==> src/rtl/hbpwm_pkg.sv <==
package hbpwm_pkg;
  typedef enum logic {
    DIR_DOWN = 1'b0,
    DIR_UP   = 1'b1
  } cnt_dir_e;
endpackage

==> src/rtl/hbpwm_shadow.sv <==
module hbpwm_shadow #(
  parameter int CW         = 16,
  parameter int GAP        = 25,
  parameter int RST_PERIOD = 200
) (
  input  logic          clk,
  input  logic          rst,
  input  logic [CW-1:0] period_in,
  input  logic [CW-1:0] half_in,
  input  logic          load_arm,
  input  logic          at_zero,
  output logic [CW-1:0] prd_act,
  output logic [CW-1:0] cmpa_act,
  output logic [CW-1:0] cmpb_act
);
  localparam logic [CW-1:0] GAP_C    = CW'(GAP);
  localparam logic [CW-1:0] RST_HALF = CW'(RST_PERIOD / 2);

  logic [CW-1:0] half_raw, per_half, h_lim, h_eff;
  logic [CW-1:0] sh_prd, sh_cmpa, sh_cmpb;
  logic          armed, xfer;

  // even period, limited half-width, symmetric compares
  always_comb begin
    half_raw = period_in >> 1;
    per_half = (half_raw == '0) ? CW'(1) : half_raw;
    h_lim    = (per_half > GAP_C) ? per_half - GAP_C : '0;
    h_eff    = (half_in > h_lim) ? h_lim : half_in;
  end

  always_ff @(posedge clk) begin
    if (rst) begin
      sh_prd  <= RST_HALF << 1;
      sh_cmpa <= RST_HALF;
      sh_cmpb <= RST_HALF;
    end else begin
      sh_prd  <= per_half << 1;
      sh_cmpa <= per_half - h_eff;
      sh_cmpb <= per_half + h_eff;
    end
  end

  assign xfer = armed & at_zero;

  always_ff @(posedge clk) begin
    if (rst) armed <= 1'b0;
    else     armed <= load_arm | (armed & ~xfer);
  end

  always_ff @(posedge clk) begin
    if (rst) begin
      prd_act  <= RST_HALF << 1;
      cmpa_act <= RST_HALF;
      cmpb_act <= RST_HALF;
    end else if (xfer) begin
      prd_act  <= sh_prd;
      cmpa_act <= sh_cmpa;
      cmpb_act <= sh_cmpb;
    end
  end

  assert_load_only_at_zero_R7: assert property (@(posedge clk) disable iff (rst)
    !at_zero |=> ($stable(prd_act) && $stable(cmpa_act) && $stable(cmpb_act)));
  assert_arm_consumed_R7: assert property (@(posedge clk) disable iff (rst)
    xfer |=> (armed == $past(load_arm)));
  assert_even_period_R2: assert property (@(posedge clk) disable iff (rst)
    prd_act[0] == 1'b0);
  assert_symmetric_R3: assert property (@(posedge clk) disable iff (rst)
    (cmpa_act + cmpb_act) == prd_act);
endmodule

==> src/rtl/hbpwm_timebase.sv <==
module hbpwm_timebase
  import hbpwm_pkg::*;
#(
  parameter int CW = 16
) (
  input  logic          clk,
  input  logic          rst,
  input  logic [CW-1:0] prd,
  input  logic          sync_in,
  input  logic [CW-1:0] phase_in,
  output logic [CW-1:0] ctr,
  output cnt_dir_e      dir,
  output logic          at_zero
);
  cnt_dir_e      ndir;
  logic [CW-1:0] nctr, phase_lim;

  always_comb begin
    ndir = dir;
    if (dir == DIR_UP && ctr >= prd)        ndir = DIR_DOWN;
    else if (dir == DIR_DOWN && ctr == '0)  ndir = DIR_UP;
    nctr      = (ndir == DIR_UP) ? ctr + 1'b1 : ctr - 1'b1;
    phase_lim = (phase_in > prd) ? prd : phase_in;
  end

  always_ff @(posedge clk) begin
    if (rst) begin
      ctr <= '0;
      dir <= DIR_UP;
    end else if (sync_in) begin
      ctr <= phase_lim;
      dir <= DIR_UP;
    end else begin
      ctr <= nctr;
      dir <= ndir;
    end
  end

  assign at_zero = (ctr == '0);

  assert_ctr_in_range_R1: assert property (@(posedge clk) disable iff (rst)
    ctr <= prd);
  assert_unit_step_R1: assert property (@(posedge clk) disable iff (rst)
    !sync_in |=> (ctr == $past(ctr) + 1'b1 || ctr == $past(ctr) - 1'b1));
  assert_sync_counts_up_R11: assert property (@(posedge clk) disable iff (rst)
    sync_in |=> (dir == DIR_UP));
endmodule

==> src/rtl/hbpwm_trip.sv <==
module hbpwm_trip #(
  parameter bit TRIP_AT_RESET = 1'b1
) (
  input  logic clk,
  input  logic rst,
  input  logic trip_in,
  input  logic trip_clr,
  input  logic at_zero,
  output logic block
);
  logic trip_q, run_q;

  always_ff @(posedge clk) begin
    if (rst)           trip_q <= TRIP_AT_RESET;
    else if (trip_in)  trip_q <= 1'b1;
    else if (trip_clr) trip_q <= 1'b0;
  end

  // gates stay parked until the first zero after release
  always_ff @(posedge clk) begin
    if (rst)                    run_q <= 1'b0;
    else if (trip_q || trip_in) run_q <= 1'b0;
    else if (at_zero)           run_q <= 1'b1;
  end

  assign block = trip_q | trip_in | ~run_q;

  assert_trip_latches_R8: assert property (@(posedge clk) disable iff (rst)
    trip_in |=> trip_q);
  assert_trip_holds_R10: assert property (@(posedge clk) disable iff (rst)
    (trip_q && !trip_clr) |=> trip_q);
  assert_resume_at_zero_R10: assert property (@(posedge clk) disable iff (rst)
    $rose(run_q) |-> $past(at_zero));
endmodule

==> src/rtl/hbpwm_action.sv <==
module hbpwm_action
  import hbpwm_pkg::*;
#(
  parameter int CW = 16
) (
  input  logic          clk,
  input  logic          rst,
  input  logic [CW-1:0] ctr,
  input  cnt_dir_e      dir,
  input  logic          at_zero,
  input  logic [CW-1:0] cmpa,
  input  logic [CW-1:0] cmpb,
  input  logic          block,
  output logic          a_q,
  output logic          b_q,
  output logic          both_q
);
  logic a_n, b_n;

  always_comb begin
    a_n = a_q;
    b_n = b_q;
    if (block || at_zero) begin
      a_n = 1'b0;
      b_n = 1'b0;
    end else if (dir == DIR_UP) begin
      b_n = 1'b0;
      if (ctr == cmpb)      a_n = 1'b0;
      else if (ctr == cmpa) a_n = 1'b1;
    end else begin
      a_n = 1'b0;
      if (ctr == cmpa)      b_n = 1'b0;
      else if (ctr == cmpb) b_n = 1'b1;
    end
  end

  always_ff @(posedge clk) begin
    if (rst) begin
      a_q    <= 1'b0;
      b_q    <= 1'b0;
      both_q <= 1'b0;
    end else begin
      a_q    <= a_n;
      b_q    <= b_n;
      both_q <= a_n & b_n;
    end
  end

  assert_no_overlap_R12: assert property (@(posedge clk) disable iff (rst)
    !(a_q && b_q));
  assert_flag_matches_R12: assert property (@(posedge clk) disable iff (rst)
    both_q == (a_q && b_q));
  assert_zero_low_R5: assert property (@(posedge clk) disable iff (rst)
    at_zero |=> (!a_q && !b_q));
  assert_blocked_low_R8: assert property (@(posedge clk) disable iff (rst)
    block |=> (!a_q && !b_q));
  assert_a_low_down_R4: assert property (@(posedge clk) disable iff (rst)
    (dir == DIR_DOWN) |=> !a_q);
  assert_b_low_up_R4: assert property (@(posedge clk) disable iff (rst)
    (dir == DIR_UP) |=> !b_q);
endmodule

==> src/rtl/hb_center_pwm.sv <==
module hb_center_pwm
  import hbpwm_pkg::*;
#(
  parameter int CW            = 16,
  parameter int GAP           = 25,
  parameter int RST_PERIOD    = 200,
  parameter bit TRIP_AT_RESET = 1'b1
) (
  input  logic          clk,
  input  logic          rst,
  input  logic [CW-1:0] period_in,
  input  logic [CW-1:0] half_in,
  input  logic          load_arm,
  input  logic [CW-1:0] phase_in,
  input  logic          sync_in,
  input  logic          trip_in,
  input  logic          trip_clr,
  output logic          out_a,
  output logic          out_b,
  output logic          overlap
);
  logic [CW-1:0] prd_act, cmpa_act, cmpb_act, ctr;
  cnt_dir_e      dir;
  logic          at_zero, block;

  hbpwm_shadow #(.CW(CW), .GAP(GAP), .RST_PERIOD(RST_PERIOD)) u_shadow (
    .clk(clk), .rst(rst), .period_in(period_in), .half_in(half_in),
    .load_arm(load_arm), .at_zero(at_zero),
    .prd_act(prd_act), .cmpa_act(cmpa_act), .cmpb_act(cmpb_act)
  );

  hbpwm_timebase #(.CW(CW)) u_timebase (
    .clk(clk), .rst(rst), .prd(prd_act), .sync_in(sync_in),
    .phase_in(phase_in), .ctr(ctr), .dir(dir), .at_zero(at_zero)
  );

  hbpwm_trip #(.TRIP_AT_RESET(TRIP_AT_RESET)) u_trip (
    .clk(clk), .rst(rst), .trip_in(trip_in), .trip_clr(trip_clr),
    .at_zero(at_zero), .block(block)
  );

  hbpwm_action #(.CW(CW)) u_action (
    .clk(clk), .rst(rst), .ctr(ctr), .dir(dir), .at_zero(at_zero),
    .cmpa(cmpa_act), .cmpb(cmpb_act), .block(block),
    .a_q(out_a), .b_q(out_b), .both_q(overlap)
  );
endmodule

==> config.mk <==
export PLATFORM = sky130hd
export DESIGN_NAME = hb_center_pwm
export DESIGN_NICKNAME = d
export VERILOG_FILES = /design/src/rtl/hbpwm_pkg.sv /design/src/rtl/hbpwm_shadow.sv /design/src/rtl/hbpwm_timebase.sv /design/src/rtl/hbpwm_trip.sv /design/src/rtl/hbpwm_action.sv /design/src/rtl/hb_center_pwm.sv
export SDC_FILE = /design/constraint.sdc
export NUM_CORES = 1
export LEC_CHECK = 0
export BUFFER_PORTS_ARGS = -buffer_cell sky130_fd_sc_hd__buf_4
export CORE_MARGIN = 2
export CORE_UTILIZATION = 55
export DETAILED_ROUTE_END_ITERATION = 10
export PLACE_DENSITY_LB_ADDON = 0.15
export SYNTH_ARGS = -nofsm -noshare
export SYNTH_HDL_FRONTEND = slang
export SYNTH_SLANG_ARGS = --single-unit
==> constraint.sdc <==
create_clock -name clk -period 6.65 [get_ports clk]
set_clock_uncertainty 0.05 [all_clocks]
set_input_delay 0 -clock clk [delete_from_list [all_inputs] [get_ports clk]]
set_output_delay 0 -clock clk [all_outputs]
set_load 0.02 [all_outputs]
==> results.json <==
{
  "p_leak_nw": 4.114,
  "required_ns": 6.94,
  "gp_congestion": 0.9328,
  "synthesis.nets": 1105,
  "clk_pin_slew_ns": 0.06,
  "grt_pass1_vias": 6486,
  "setup_violations": 0,
  "die_w_um": 122.4,
  "clk_latency_ns": 0.41,
  "slew_violations": 0,
  "die-area_um2": 14990,
  "multi_input_area_um2": 5000,
  "max_slew_margin_pct": 23.67,
  "ys.flop_type": "dfxtp_1",
  "crit_type": "input pin to register",
  "first_pass_iters": 5,
  "drive_gt1_share_pct": 14.06,
  "area_growth_syn_to_layout_pct": 23.08,
  "ir_worst_vdd_mv": 0.2044,
  "startpoint_type": "input pin",
  "clkSinkCount": 115,
  "synth-seq-cells": 115,
  "clock_tree.root_cell": "clkbuf_16",
  "avgSynthCellArea_um2": 8.069,
  "grt_overflow": 0,
  "wirelength_um": 18420,
  "worstPathArrival_ns": 6.68,
  "syn_area_um2": 7714,
  "io-pin-count": 57,
  "cap_violations": 0,
  "cts_tree": "built",
  "grt_max_degree": 60,
  "fmax_mhz": 156.5,
  "antenna_found_initial": 0,
  "drcViolationCount": 0,
  "viasPerCell": 5.399,
  "drt-initial-drc-count": 347,
  "vias": 6770,
  "fin_util_pct": 68.93,
  "postRouteAntennaNets": 0,
  "detail_route.wl_per_cell_um": 14.69,
  "nets": 1210,
  "status": "finished, final reports clean",
  "pwr_density_cell_nw_per_um2": 347.8,
  "yosys_warnings": 0,
  "start_util_pct": 56.00,
  "crit_fanout": 5,
  "hold_viol": 0,
  "finalCriticalPeriod_ns": 6.389,
  "wl_met1_um": 8482,
  "core_um2": 13770,
  "final_cell_mix": "nand2_1, dfxtp_1, a21oi_1",
  "top_layer_used": "met4",
  "die_h_um": 122.4,
  "num-fill-cells": 1139,
  "end_kind": "register",
  "placed_cells": 1170,
  "slowest_delay_ns": 0.54,
  "synth.distinct_cells": 61,
  "hp-class": "input pin to register",
  "synth_cells": 956,
  "htreeDepth": 4,
  "cts_buffers": 17,
  "fin_tns_setup_ns": 0,
  "synthArstFlopShare_pct": 0,
  "track_usage_pct": 25.43,
  "synth_enable_flop_cells": 0,
  "wl_met2_um": 8834,
  "period_share_pct": 96.08,
  "dr_wl_met3_um": 547,
  "row_count": 43,
  "tightest_slew_ns": 1.145,
  "fin_cells": 1254,
  "antenna_cells": 0,
  "ys_seq_area_share_pct": 29.85,
  "seqCellArea_um2": 2302,
  "cp_slowest_cell": "dlygate4sd3_1",
  "dp_hpwl_um": 13800,
  "final_common_cell": "nand2_1",
  "portBuffers": 55,
  "grt_pass1_wl_um": 30270,
  "cts_max_path_buffers": 2
}
==> final cells by class <==
type	count	share of cell area (%)
Clock buffer	20	4.810
Multi-Input combinational cell	723	52.66
Clock inverter	12	1.133
Tap cell	180	2.372
Sequential cell	115	24.25
Timing Repair Buffer	135	12.05
Inverter	69	2.728
==> stage by stage <==
step	power, W	area (um2)	setup slack [ns]	hold WS [ns]
finish	0.003302	9494	0.2606	0.02432
global route	0.003540	9494	-0.04328	0.04256
CTS	0.003288	9452	0.02762	0.02030
detailed placement	0.002368	8367	0.1565	0.1449
global placement	0.002352	8367	0.2401	0.1442
floorplan	0.002019	7714	0.4730	0.05035
==> final timing paths <==
check,start,to,slack [ns],depth (start not counted)
max,period_in[9],u_shadow.sh_cmpa[14],0.26,33
min,period_in[1],u_shadow.sh_prd[1],0.02,4
max reg2reg,u_timebase.ctr[1],u_timebase.ctr[13],1.81,16
min reg2reg,u_shadow.sh_prd[8],u_shadow.prd_act[8],0.38,2
==> cell usage after synthesis (5+ instances only) <==
library cell	n	area (um2)
xor2_1	12	105.1
nand4_1	15	93.84
xnor2_1	61	534.3
mux2i_1	19	190.2
o211ai_1	9	67.56
a211oi_1	11	82.58
a21oi_1	97	485.5
nand3_1	17	85.08
ha_1	92	1151
clkbuf_1	41	153.9
o21bai_1	6	45.04
nor3_1	16	80.08
nor2b_1	17	106.4
nand2_1	118	442.9
nor4_1	10	62.56
o21a_1	7	52.55
inv_1	68	255.2
or4_1	5	37.54
nor2_1	71	266.5
or3_1	8	50.05
a21o_1	12	90.09
o31ai_1	8	60.06
dfxtp_1	115	2302
o21ai_0	40	200.2
mux2_2	13	146.4
==> critical path: cells and delay by family <==
kind	cells	cell delay, ns
AND/OR/NAND/NOR	14	3.07
buffers and inverters	6	1.12
XOR/XNOR	1	0.12
adder cells (fa/ha/maj)	4	1.09
AO/OA/AOI/OAI	8	1.24
==> flip-flops by register name, indices dropped and copies added (netlist names), 15 cells and up <==
name	cells
u_shadow.cmpa_act	15
u_shadow.cmpb_act	16
u_shadow.prd_act	15
u_shadow.sh_cmpa	15
u_shadow.sh_cmpb	16
u_shadow.sh_prd	15
u_timebase.ctr	16
==> kinds of logic after synthesis <==
group | synth area share, %
other | 0.04862
XOR/XNOR | 8.289
AO/OA/AOI/OAI | 17.34
multiplexers | 4.363
buffers and inverters | 5.888
adder cells (fa/ha/maj) | 15.70
flip-flops | 29.85
AND/OR/NAND/NOR | 18.52
==> metal layers <==
metal / track usage [%] / vias to the layer above
met4: 10.49 / 0
met5: 0 / -
li1: - / 3532
met1: 31.37 / 3040
met3: 3.439 / 41
met2: 44.48 / 157
==> timing repair <==
item,CTS,global route
buffers inserted,0,0
resized for setup,0,11
endpoints found under the hold margin,54,0
hold buffers,52,0
endpoints found under the setup margin,0,18
==> power by group <==
part           internal [W]  switching [W]
sequential         0.000778      0.0000952
combinational      0.000740       0.000848
clock              0.000532       0.000310
Note: power is estimated with default switching activity, not from simulation.
